`src/rtl/hexcmd_pkg.sv`:
```
// Shared definitions for the hex-text command frame decoder.
// Assumes 8-bit ASCII characters on the input.
package hexcmd_pkg;
    localparam int unsigned CHAR_W = 8;
    localparam logic [CHAR_W-1:0] START_CHAR = 8'h7A;

    typedef enum logic [1:0] {
        FLD_IDLE  = 2'd0,
        FLD_TASK  = 2'd1,
        FLD_COUNT = 2'd2,
        FLD_PARAM = 2'd3
    } field_e;
endpackage

```
`src/rtl/hexcmd_nibble.sv`:
```
// Converts one ASCII character to a 4-bit hex value.
// Purely combinational. Non-hex characters give is_hex = 0 and nib = 0.
module hexcmd_nibble #(
    parameter int unsigned CHAR_W = 8
) (
    input  logic [CHAR_W-1:0] ch,
    output logic              is_hex,
    output logic [3:0]        nib
);
    localparam logic [CHAR_W-1:0] C_0  = CHAR_W'(8'h30);
    localparam logic [CHAR_W-1:0] C_9  = CHAR_W'(8'h39);
    localparam logic [CHAR_W-1:0] C_UA = CHAR_W'(8'h41);
    localparam logic [CHAR_W-1:0] C_UF = CHAR_W'(8'h46);
    localparam logic [CHAR_W-1:0] C_LA = CHAR_W'(8'h61);
    localparam logic [CHAR_W-1:0] C_LF = CHAR_W'(8'h66);

    logic [CHAR_W-1:0] diff;

    // Classify the character and compute its digit value.
    always_comb begin
        is_hex = 1'b0;
        diff   = '0;
        if (ch >= C_0 && ch <= C_9) begin
            is_hex = 1'b1;
            diff   = ch - C_0;
        end else if (ch >= C_UA && ch <= C_UF) begin
            is_hex = 1'b1;
            diff   = ch - C_UA + CHAR_W'(10);
        end else if (ch >= C_LA && ch <= C_LF) begin
            is_hex = 1'b1;
            diff   = ch - C_LA + CHAR_W'(10);
        end
        nib = diff[3:0];
    end
endmodule

```
`src/rtl/hexcmd_pair.sv`:
```
// Joins two nibble characters into a byte, high nibble first.
// Assumes that clear has priority over load. byte_ready is combinational
// and is valid in the cycle the second nibble is loaded.
module hexcmd_pair (
    input  logic       clk,
    input  logic       rst_n,
    input  logic       clear,
    input  logic       load,
    input  logic [3:0] nib,
    output logic       byte_ready,
    output logic [7:0] byte_val
);
    logic       have_hi;
    logic [3:0] hi_q;

    // Track which half of the pair comes next and keep the high nibble.
    always_ff @(posedge clk) begin
        if (!rst_n || clear) begin
            have_hi <= 1'b0;
            hi_q    <= '0;
        end else if (load) begin
            have_hi <= !have_hi;
            if (!have_hi) hi_q <= nib;
        end
    end

    // Present the finished byte when the low nibble arrives.
    always_comb begin
        byte_ready = load && !clear && have_hi;
        byte_val   = {hi_q, nib};
    end
endmodule

```
`src/rtl/hexcmd_seq.sv`:
```
// Field sequencer: sends each decoded byte to task, count or parameter,
// and counts the parameter bytes down. All outputs are registered.
// Assumes that start, bad and byte_ready are already qualified by the top.
module hexcmd_seq
    import hexcmd_pkg::*;
#(
    parameter int unsigned BYTE_W = 8
) (
    input  logic              clk,
    input  logic              rst_n,
    input  logic              start,
    input  logic              bad,
    input  logic              byte_ready,
    input  logic [BYTE_W-1:0] byte_val,
    output logic              in_frame,
    output logic              task_valid,
    output logic [BYTE_W-1:0] task_id,
    output logic              count_valid,
    output logic [BYTE_W-1:0] byte_count,
    output logic              param_valid,
    output logic [BYTE_W-1:0] param_data,
    output logic              frame_done,
    output logic              frame_err
);
    localparam logic [BYTE_W-1:0] ONE = BYTE_W'(1);

    field_e            fld;
    logic [BYTE_W-1:0] remain;

    // Field state, remaining count and output registers.
    always_ff @(posedge clk) begin
        if (!rst_n) begin
            fld         <= FLD_IDLE;
            remain      <= '0;
            task_valid  <= 1'b0;
            count_valid <= 1'b0;
            param_valid <= 1'b0;
            frame_done  <= 1'b0;
            frame_err   <= 1'b0;
            task_id     <= '0;
            byte_count  <= '0;
            param_data  <= '0;
        end else begin
            task_valid  <= 1'b0;
            count_valid <= 1'b0;
            param_valid <= 1'b0;
            frame_done  <= 1'b0;
            frame_err   <= 1'b0;
            if (start) begin
                fld <= FLD_TASK;
            end else if (bad) begin
                frame_err <= 1'b1;
                fld       <= FLD_IDLE;
            end else if (byte_ready) begin
                unique case (fld)
                    FLD_TASK: begin
                        task_valid <= 1'b1;
                        task_id    <= byte_val;
                        fld        <= FLD_COUNT;
                    end
                    FLD_COUNT: begin
                        count_valid <= 1'b1;
                        byte_count  <= byte_val;
                        remain      <= byte_val;
                        if (byte_val == '0) begin
                            frame_done <= 1'b1;
                            fld        <= FLD_IDLE;
                        end else begin
                            fld <= FLD_PARAM;
                        end
                    end
                    FLD_PARAM: begin
                        param_valid <= 1'b1;
                        param_data  <= byte_val;
                        remain      <= remain - ONE;
                        if (remain == ONE) begin
                            frame_done <= 1'b1;
                            fld        <= FLD_IDLE;
                        end
                    end
                    default: fld <= FLD_IDLE;
                endcase
            end
        end
    end

    // A frame is open whenever the field pointer is not idle.
    always_comb in_frame = (fld != FLD_IDLE);
endmodule

```
`src/rtl/hexcmd_parser.sv`:
```
// Top of the hex-text command frame decoder. Classifies each incoming
// character (start, hex digit or illegal), pairs the digits into bytes and
// passes them to the field sequencer. Assumes one character per cycle at most.
module hexcmd_parser
    import hexcmd_pkg::*;
(
    input  logic        clk,
    input  logic        rst_n,
    input  logic        in_valid,
    input  logic [7:0]  in_data,
    output logic        task_valid,
    output logic [7:0]  task_id,
    output logic        count_valid,
    output logic [7:0]  byte_count,
    output logic        param_valid,
    output logic [7:0]  param_data,
    output logic        frame_done,
    output logic        frame_err
);
    logic       is_hex;
    logic [3:0] nib;
    logic       in_frame;
    logic       is_start;
    logic       hex_ok;
    logic       bad;
    logic       byte_ready;
    logic [7:0] byte_val;

    hexcmd_nibble #(.CHAR_W(CHAR_W)) u_nib (
        .ch     (in_data),
        .is_hex (is_hex),
        .nib    (nib)
    );

    // Qualify the character against the current frame state.
    always_comb begin
        is_start = in_valid && (in_data == START_CHAR);
        hex_ok   = in_valid && in_frame && is_hex;
        bad      = in_valid && in_frame && !is_hex && !is_start;
    end

    hexcmd_pair u_pair (
        .clk        (clk),
        .rst_n      (rst_n),
        .clear      (is_start || bad),
        .load       (hex_ok),
        .nib        (nib),
        .byte_ready (byte_ready),
        .byte_val   (byte_val)
    );

    hexcmd_seq #(.BYTE_W(8)) u_seq (
        .clk         (clk),
        .rst_n       (rst_n),
        .start       (is_start),
        .bad         (bad),
        .byte_ready  (byte_ready),
        .byte_val    (byte_val),
        .in_frame    (in_frame),
        .task_valid  (task_valid),
        .task_id     (task_id),
        .count_valid (count_valid),
        .byte_count  (byte_count),
        .param_valid (param_valid),
        .param_data  (param_data),
        .frame_done  (frame_done),
        .frame_err   (frame_err)
    );
endmodule

```
`config.mk`:
```
export PLATFORM = sky130hd
export DESIGN_NAME = hexcmd_parser
export DESIGN_NICKNAME = d
export VERILOG_FILES = /design/src/rtl/hexcmd_pkg.sv /design/src/rtl/hexcmd_nibble.sv /design/src/rtl/hexcmd_pair.sv /design/src/rtl/hexcmd_seq.sv /design/src/rtl/hexcmd_parser.sv
export SDC_FILE = /design/constraint.sdc
export NUM_CORES = 1
export LEC_CHECK = 0
export CAP_MARGIN = 5
export CORE_MARGIN = 4
export CORE_UTILIZATION = 55
export CTS_CLUSTER_SIZE = 25
export DETAILED_ROUTE_END_ITERATION = 7
export DONT_BUFFER_PORTS = 1
export GPL_ROUTABILITY_DRIVEN = 0
export PLACE_DENSITY = 0.7
export REMOVE_ABC_BUFFERS = 1
export SETUP_SLACK_MARGIN = 0.05
export SYNTH_ARGS = -nofsm -noshare
export SYNTH_HDL_FRONTEND = slang
export SYNTH_SLANG_ARGS = --single-unit
```
`constraint.sdc`:
```
create_clock -name clk -period 3.4 [get_ports clk]
set_input_delay 0.17 -clock clk [delete_from_list [all_inputs] [get_ports clk]]
set_output_delay 0.17 -clock clk [all_outputs]
set_load 0.02 [all_outputs]
```
* Yosys cells after proc, flatten, opt, wreduce, memory -nomap -nowiden
Index checks and enable logic that the tools add are counted.
Cells by class: add/sub/neg operators 6, bitwise operators 5, reductions and logical operators 31, order comparisons 6, eq/ne operators 7, multiplexer cells 20
Operator list (count):
- greater-or-equal comparator 8 x 7 -> 1 bit (second input constant) | 2
- <= comparator 8 x 7 -> 1 bit (second input constant) | 2
- one-hot mux 8 bit (2 select lines) | 1
- AND reduction 4 bit | 4
- 2-to-1 mux 1 bit | 12
- 2-to-1 mux 4 bit | 3
- subtractor 4 x 1 -> 4 bit (second input constant) | 3
- logical AND 1 bit | 10
- adder 4 bit (second input constant) | 2
- equality test 8 x 1 -> 1 bit (second input constant) | 1
- equality test 8 x 7 -> 1 bit (second input constant) | 1
- greater-or-equal comparator 8 x 6 -> 1 bit (second input constant) | 1
- <= comparator 8 x 6 -> 1 bit (second input constant) | 1
- logical NOT 8 bit | 1
- subtractor 8 x 1 -> 8 bit (second input constant) | 1
- one-hot mux 2 bit (3 select lines) | 1
- AND reduction 2 bit | 3
- logical NOT 1 bit | 5
- inverter 1 bit | 5
- equality test 2 bit (second input constant) | 2
- 2-to-1 mux 2 bit | 2
- != test 4 x 3 -> 1 bit (second input constant) | 1
- nonzero test 2 bit | 2
- OR reduction 4 bit | 1
- 7 further kinds | 8
Storage, ports and cells: output and inout port bits 29, logic and storage cells 88, bits of input ports 11, flip-flop bits (word level) 44

* Longest topological paths before layout
Gate-level depths: netlist of run 1.
depth in word-level cells 15, gate-level depth with buffers 9, gate-level depth less buffers 7

* By module
A second synthesis of run 1 with hierarchy kept.
Second synthesis, totals: cells, all modules 272, area total of the unflattened synthesis 2285.9 µm²
By module, submodules not included:
- hexcmd_seq | cells an instance 214, sequential area each 780.7 µm², area an instance 1795.5 µm², times used 1
- hexcmd_pair | cells an instance 24, sequential area each 100.1 µm², area an instance 222.7 µm², times used 1
- hexcmd_nibble | cells an instance 25, sequential area each 0.0 µm², area an instance 192.7 µm², times used 1
- hexcmd_parser | cells an instance 9, sequential area each 0.0 µm², area an instance 75.1 µm², times used 1

* Worst setup path before layout of run 1
OpenSTA, ideal clock, no wires.
path kind input-to-reg, from input in_data[3], to register u_seq.remain[3], cell stages on the path 8, setup slack 1.219 ns, setup time 0.132 ns, path buffers 3, required time 3.268 ns, data arrival time 2.049 ns, path through buf_6 or4b_1 buf_2 or3_1 buf_6 a211o_1 a32oi_1 a21oi_1
On the way: longest elaborated chain between the ends 13, elaborated cells between the ends (all ways) 35, classes of those cells add/sub: 5; order compare: 6; eq/ne: 1; mux: 7; bitwise: 2; reduce/logical: 14
RTL lines:
- start: declaration | RTL line hexcmd_parser.sv:10 | input logic [7:0] in_data,
- greater-or-equal comparator 8 x 7 -> 1 bit / <= comparator 8 x 7 -> 1 bit (equally long branches) | RTL line hexcmd_nibble.sv:29 | end else if (ch >= C_LA && ch <= C_LF) begin
- logical AND 1 bit | RTL line hexcmd_nibble.sv:29
- 2-to-1 mux 1 bit | RTL line hexcmd_nibble.sv:29
- 2-to-1 mux 1 bit | RTL line hexcmd_nibble.sv:26 | end else if (ch >= C_UA && ch <= C_UF) begin
- 2-to-1 mux 1 bit | RTL line hexcmd_nibble.sv:23 | if (ch >= C_0 && ch <= C_9) begin
- logical NOT 1 bit | RTL line hexcmd_parser.sv:39 | bad = in_valid && in_frame && !is_hex && !is_start;
- logical AND 1 bit (2 in a row) | RTL line hexcmd_parser.sv:39
- logical OR 1 bit | RTL line hexcmd_parser.sv:45 | .clear (is_start || bad),
- logical NOT 1 bit | RTL line hexcmd_pair.sv:29 | byte_ready = load && !clear && have_hi;
- logical AND 1 bit (2 in a row) | RTL line hexcmd_pair.sv:29
- AND reduction 4 bit (no line)
- end signal: assignment | RTL line hexcmd_seq.sv:64 | remain <= byte_val;
- end signal: assignment | RTL line hexcmd_seq.sv:75 | remain <= remain - ONE;
- end: declaration | RTL line hexcmd_seq.sv:28 | logic [BYTE_W-1:0] remain;
Several ways; a longest one is shown, not always the timed one. A chain may end at the register's enable or synchronous reset.

* Worst setup path after layout of run 1
from register u_seq.fld[0], to register u_seq.param_data[1]
On the way: longest elaborated chain between the ends 9, elaborated cells between the ends (all ways) 12, classes of those cells eq/ne: 1; bitwise: 1; reduce/logical: 10
RTL lines:
- start: declaration | RTL line hexcmd_seq.sv:27 | field_e fld;
- start signal: assignment | RTL line hexcmd_seq.sv:33 | fld <= FLD_IDLE;
- start signal: assignment | RTL line hexcmd_seq.sv:50 | fld <= FLD_TASK;
- start signal: assignment | RTL line hexcmd_seq.sv:53 | fld <= FLD_IDLE;
- nonzero test 2 bit | RTL line hexcmd_seq.sv:88 | always_comb in_frame = (fld != FLD_IDLE);
- logical AND 1 bit | RTL line hexcmd_parser.sv:38, hexcmd_parser.sv:39
- logical AND 1 bit (2 in a row) | RTL line hexcmd_parser.sv:39
- logical OR 1 bit | RTL line hexcmd_parser.sv:45
- logical NOT 1 bit | RTL line hexcmd_pair.sv:29
- logical AND 1 bit (2 in a row) | RTL line hexcmd_pair.sv:29
- AND reduction 4 bit (no line) *
- end signal: assignment | RTL line hexcmd_seq.sv:74 | param_data <= byte_val;
- end: declaration | RTL line hexcmd_seq.sv:21 | output logic [BYTE_W-1:0] param_data,
Mark *: on every way between the ends. The rest lies on a longest branch, timed or not.

==> out/qor.txt, run 1 <==
CTS tree - yes
Ys flop type - dfxtp_1
Crit. End Element - register
Max Cap Viol - 0
Initial antenna violation count - 0
DRC - 0
Clk sinks - 44
Final Critical Period - 2180 ps
Antenna Cells - 0
CP max stage cell - a211oi_4
Overall Global Routing Usage - 0.218
Count of nets after finishing - 287
First-pass GRT wire length - 8.75 mm
Slew @ Worst Pin - 1040 ps
Post-synth ARST share - 0
Status - complete, no violations
Multi-input logic area - 0.00126 mm^2
Area grow syn2layout - 4.73%
Max stage delay on crit path - 530 ps
Clock transition at path regs - 80 ps
Hold Path Class - primary input to register
Clock latency on the worst-skew pair - 310 ps
Pwr/cell area - 406 mW/mm^2
I/O pin count - 40
Dominant cell type by area after synthesis - dfxtp_1
Post-Synthesis Cell Area - 0.00227 mm^2
FP Rows - 23
Die area - 0.00523 mm^2
Initial cell density of the core - 0.568
DP HPWL - 3.77 mm
Final period utilization - 0.641
Top post-synthesis cells by area - dfxtp_1 39%, nand2_1 6.6%, a21oi_1 5.7%, ha_1 5.5%, a211oi_1 4.3%
Core box area - 0.00400 mm^2
Crit-path max FO - 11
Top-area cell type share of the netlist area - 0.387
Data arrival at the endpoint of the critical path - 2390 ps
Req. time, crit path - 3610 ps
Crit path cell chain - inv_1 -> ha_1 -> nor2b_1 -> nand2_1 -> a211oi_4 -> nor2_1 -> a211oi_1
Vias per inst - 6.03
Port bufs - 0
1st-pass router iterations - 4
Final setup fails - 0
Total CTS buffers - 5
Most frequent cell after synthesis - dfxtp_1
Sum Neg Setup Slack - 0 ps
Post-synth top cells - 44 x dfxtp_1, 40 x nand2_1, 26 x a21oi_1
Max Clk Rate - 0.458 GHz
Via count - 1910
Share of cells above drive strength 1 - 0.0749
CTS Buffer Depth - 2
Root Buffer - clkbuf_8
Placed Instance Area - 0.00225 mm^2
Gr ovfl total - 0
Slew HR - 0.304
Critical path class - register to register
Detail Route Antenna Nets - 0
Final hold violation count - 0
Peak supply drop - 0.000247 V
Largest net degree at the start of global routing - 33
Fillers - 372
Netlist cell types - 53
# H-tree levels - 2
Crit path buffers/inverters - 1
Die width - 72.3 um
Number of synthesized flops with an enable pin - 0
Die Height - 72.3 um
Final Util - 0.595
Wire per inst - 16.8 um
Pleak - 0.762 nW
Routed wire length - 5.34 mm
Register area share after synthesis - 0.387
Clock Skew - 10.3 ps
Vias in the first global route - 1783
Detailed Route Iter0 Violations - 130
Crit path max-delay family - compound AO/OA/AOI/OAI gates
Syn_area_per_cell - 8.39 um^2
FF/Latch Area - 881 um^2
Syn Inst Count - 271
Setup crit start kind - register
Reg2reg setup slack - 1220 ps
Max-slew violations - 0
Post-synthesis register bit count - 44
RSZ-0062 raised after global routing - no
CTS-repair resized insts - 0
Final instance area - 0.00238 mm^2
YS warnings - 0
## cell type report
class | instances | share of cell area
inverter | 14 | 0.0221
clock buffer | 5 | 0.0289
clock inverter | 3 | 0.0200
timing repair buffer | 1 | 0.00420
sequential | 44 | 0.370
multi-input combinational | 200 | 0.529
tap | 50 | 0.0263
## worst paths after layout
check,startpoint,endpoint,cells after the start
worst max register to register,u_seq.fld[0]$_SDFFE_PN0P_,u_seq.param_data[1]$_SDFFE_PN0P_,7
worst min-delay path,rst_n,u_seq.remain[1]$_SDFFE_PN0P_,2
worst max-delay path,u_seq.fld[0]$_SDFFE_PN0P_,u_seq.param_data[1]$_SDFFE_PN0P_,7
worst min register to register,u_seq.remain[6]$_SDFFE_PN0P_,u_seq.remain[6]$_SDFFE_PN0P_,2
## power breakdown
part	switching [W]	leakage [nW]	total, W	internal [W]
Combinational	0.0000246	0.349	0.0000359	0.0000112
Sequential	0.0000000574	0.354	0.000515	0.000515
Clock	0.000194	0.0583	0.000415	0.000221
Total	0.000218	0.762	0.000966	0.000747
## layout by cell type, fill, tap and decap left out, types with 2 or more instances in the layout
cell type,n
a211oi_1,13
a211oi_2,3
a211oi_4,3
a21o_1,3
a21oi_1,26
a22oi_1,2
and2_1,3
clkbuf_8,5
clkinv_4,2
dfxtp_1,44
ha_1,10
inv_1,14
nand2_1,40
nand3_1,4
nand4_1,3
nor2_1,25
nor2b_1,4
nor3_1,5
nor3b_1,2
nor4_1,3
nor4b_1,2
o211ai_1,4
o21ai_0,6
o21ai_1,7
o31ai_1,3
or3_1,2
or4_1,2
## registers in the layout (all words and copies together) (netlist names), 2 cells and up
register,flops
u_seq.remain,8
u_pair.hi_q,4
u_seq.fld,2
u_seq.param_data,8
u_seq.task_id,8
u_seq.byte_count,8
## per-layer routing
| layer | vias to the layer above | track usage | part of all wire |
|---|---|---|---|
| li1 | 967 | - | - |
| met1 | 905 | 0.293 | 0.45 |
| met2 | 32 | 0.351 | 0.49 |
| met4 | 0 | 0.0752 | 0.014 |
| met3 | 6 | 0.0388 | 0.038 |
| met5 | - | 0 | 0 |
## kinds of logic (layout without fill, tap and decap cells)
kind of cell             Yosys count  after routing  synth area share
AO/OA/AOI/OAI                     85             85             0.271
XOR/XNOR                           1              1           0.00385
adder cells (fa/ha/maj)           10             10            0.0550
AND/OR/NAND/NOR                  103            103             0.219
buffers and inverters             27             23            0.0589
multiplexers                       1              1           0.00495
flip-flops                        44             44             0.387
## metrics by stage
stage          instances  power [W]  hold slack [ps]  setup slack (ps)
6_report             317   0.000966             19.5              1220
5_1_grt              317   0.000992             11.6               907
4_1_cts              317   0.000969             18.5              1200
3_5_place_dp         308   0.000562              314              1010
3_3_place_gp         308   0.000561              306              1050
2_1_floorplan        258   0.000553              303              1210
## timing repair
action | CTS | global route
hold buffers | 1 | 0
endpoints found under the hold margin | 1 | 0
buffers inserted | 0 | 0
No activity file was read; power rests on OpenSTA's default activity.
==> run 2: changes to the inputs <==
Clock period 3.4 ns to 2.1 ns, I/O delays scaled along.
==> run 2 against run 1 <==
Clock skew increased by 2.0 ps; sequential share of layout area decreased by 2.1 points; worst hold slack improved by 26 ps; global-route usage increased by 0.19 points; via count increased by 4.9%; die area unchanged; utilization increased by 3.6 points; count of clock-buffer cells in the layout unchanged; cell area increased by 6.0%; flip-flop and latch count unchanged; non-clock buffer count increased by 17; critical path type unchanged; largest cell class unchanged.
==> out/qor.txt, run 2 (same netlist as run 1, synthesis figures left out) <==
Count of nets after finishing - 304 (was 287)
Share of cells above drive strength 1 - 0.137 (was 0.0749)
Data arrival at the endpoint of the critical path - 2090 ps (was 2390 ps)
GR Layer Usage met1 - 0.292 (was 0.293)
Most common cell after layout, fill and taps aside - dfxtp_1 (unchanged)
Die width - 72.3 um (unchanged)
CTS tree - yes (unchanged)
Antenna Cells - 0 (unchanged)
Initial antenna violation count - 0 (unchanged)
GRT met2 Usage - 0.352 (was 0.351)
FP Rows - 23 (unchanged)
DRC - 0 (unchanged)
Pwr/cell area - 619 mW/mm^2 (was 406 mW/mm^2)
Wire per inst - 16.3 um (was 16.8 um)
Core box area - 0.00400 mm^2 (unchanged)
Pleak - 0.844 nW (was 0.762 nW)
1st-pass router iterations - 4 (unchanged)
Die area - 0.00523 mm^2 (unchanged)
Crit. End Element - register (unchanged)
Routed wire length - 5.45 mm (was 5.34 mm)
First-pass GRT wire length - 8.85 mm (was 8.75 mm)
Slew HR - 0.435 (was 0.304)
RSZ-0062 raised after global routing - no (unchanged)
Tot Pwr - 0.00156 W (was 0.000966 W)
Area grow syn2layout - 11.0% (was 4.73%)
Sum Neg Setup Slack - 0 ps (unchanged)
Critical R2R Capture - u_seq.remain[4]$_SDFFE_PN0P_ (was u_seq.param_data[1]$_SDFFE_PN0P_)
Max Clk Rate - 0.521 GHz (was 0.458 GHz)
Detailed Route Iter0 Violations - 97 (was 130)
Overall Global Routing Usage - 0.219 (was 0.218)
Die Height - 72.3 um (unchanged)
Status - complete, no violations (unchanged)
Crit path cell chain - inv_1 -> ha_1 -> nor2b_2 -> nand2_1 -> a211o_2 -> o21ai_1 -> a21oi_1 (was inv_1 -> ha_1 -> nor2b_1 -> nand2_1 -> a211oi_4 -> nor2_1 -> a211oi_1)
Gr ovfl total - 0 (unchanged)
GRT busiest layer - met2 (unchanged)
Max Cap Viol - 0 (unchanged)
Hold depth - 2 (unchanged)
# H-tree levels - 2 (unchanged)
Max-slew violations - 0 (unchanged)
R2r worst-path depth - 7 (unchanged)
Clk sinks - 44 (unchanged)
Vias per inst - 6.00 (was 6.03)
RR Startpoint - u_seq.fld[0]$_SDFFE_PN0P_ (unchanged)
Worst hold start - in_data[2] (was rst_n)
Critical path class - register to register (unchanged)
Root Buffer - clkbuf_8 (unchanged)
Peak supply drop - 0.000312 V (was 0.000247 V)
Crit-path max FO - 9 (was 11)
CTS Buffer Depth - 2 (unchanged)
Final Critical Period - 1920 ps (was 2180 ps)
Final hold violation count - 0 (unchanged)
Setup crit start kind - register (unchanged)
Max stage delay on crit path - 470 ps (was 530 ps)
Dpl ws - 43.8 ps (was 1010 ps)
Worst hold path endpoint - u_pair.hi_q[2]$_SDFFE_PP0P_ (was u_seq.remain[1]$_SDFFE_PN0P_)
Final period utilization - 0.913 (was 0.641)
CP max stage cell - a211o_2 (was a211oi_4)
Total CTS buffers - 5 (unchanged)
Slew @ Worst Pin - 842 ps (was 1040 ps)
Vias in the first global route - 1854 (was 1783)
Routing usage on met3 - 0.0457 (was 0.0388)
Final setup margin - 182 ps (was 1220 ps)
I/O pin count - 40 (unchanged)
Initial cell density of the core - 0.568 (unchanged)
Detail Route Antenna Nets - 0 (unchanged)
Hold Path Class - primary input to register (unchanged)
Reg2reg setup slack - 180 ps (was 1220 ps)
Port bufs - 0 (unchanged)
Via count - 2003 (was 1910)
Most frequent cells in the layout - 44 x dfxtp_1, 40 x nand2_1, 26 x a21oi_1 (unchanged)
Final setup fails - 0 (unchanged)
Clock transition at path regs - 100 ps (was 80 ps)
Largest net degree at the start of global routing - 32 (was 33)
Req. time, crit path - 2270 ps (was 3610 ps)
Clock latency on the worst-skew pair - 300 ps (was 310 ps)
DP HPWL - 3.98 mm (was 3.77 mm)
Clock Skew - 12.3 ps (was 10.3 ps)
-- run 2: changes by cell type in the layout (fill, tap and decap cells not counted), sizes merged --
cell / change
clkinvlp: +1
clkinv: -2
inv: +1
buf: +17
-- run 2: cell type report --
cell class,count,area [um^2]
inverter,14,52.6
timing repair buffer,18,150
multi-input combinational,200,1260
fill,353,1480
clock buffer,5,68.8
clock inverter,3,46.3
sequential,44,881
tap,50,62.6
-- run 2: metrics by stage --
stage	cell area [um^2]	util	cells	hold WS (ps)
2_1_floorplan	2190	-	258	238
5_1_grt	2520	0.631	334	76.6
6_report	2520	0.631	334	45.9
3_3_place_gp	2370	0.592	323	243
4_1_cts	2490	0.623	332	44.9
3_5_place_dp	2370	0.592	323	245
-- run 2: worst max-delay path by stage --
stage                                   start                       endpoint  cells past startpoint  slack, ps
floorplan                          in_data[3]   u_seq.remain[3]$_SDFFE_PN0P_                      5        -20
global placement                   in_data[3]   u_seq.remain[3]$_SDFFE_PN0P_                      6        100
detailed placement                 in_data[3]  u_seq.task_id[2]$_SDFFE_PN0P_                      6         40
CTS                 u_seq.fld[0]$_SDFFE_PN0P_   u_seq.remain[4]$_SDFFE_PN0P_                      7        120
global route        u_seq.fld[0]$_SDFFE_PN0P_   u_seq.remain[7]$_SDFFE_PN0P_                      7         50
finish              u_seq.fld[0]$_SDFFE_PN0P_   u_seq.remain[4]$_SDFFE_PN0P_                      7        180
-- run 2: critical path: cells and delay by family, from the launching register on --
kind | cells | cell delay (ps)
buffers and inverters | 1 | 90
AOI/OAI and AO/OA | 3 | 740
DFF | 1 | 370
and+or+nand+nor | 2 | 360
adders and majority gates | 1 | 220
-- run 2: repair_timing --
| action | in CTS | in global routing |
|---|---|---|
| resized for setup | 0 | 2 |
| buffers inserted | 0 | 2 |
| setup endpoints to repair | 0 | 24 |
| hold endpoints to repair | 3 | 0 |
| hold buffers | 1 | 0 |
-- run 2: routing by layer --
metal | vias up | routed length [um]
met2 | 53 | 2620
met3 | 10 | 328
met5 | - | 0
li1 | 997 | -
met1 | 943 | 2390
met4 | 0 | 107
-- run 2: power breakdown --
| group | leakage (nW) | internal (W) | switching (W) | total [W] |
|---|---|---|---|---|
| combinational | 0.435 | 0.0000242 | 0.0000414 | 0.0000656 |
| sequential | 0.354 | 0.000833 | 0.0000000951 | 0.000834 |
| clock | 0.0548 | 0.000358 | 0.000305 | 0.000663 |
| total | 0.844 | 0.00122 | 0.000346 | 0.00156 |
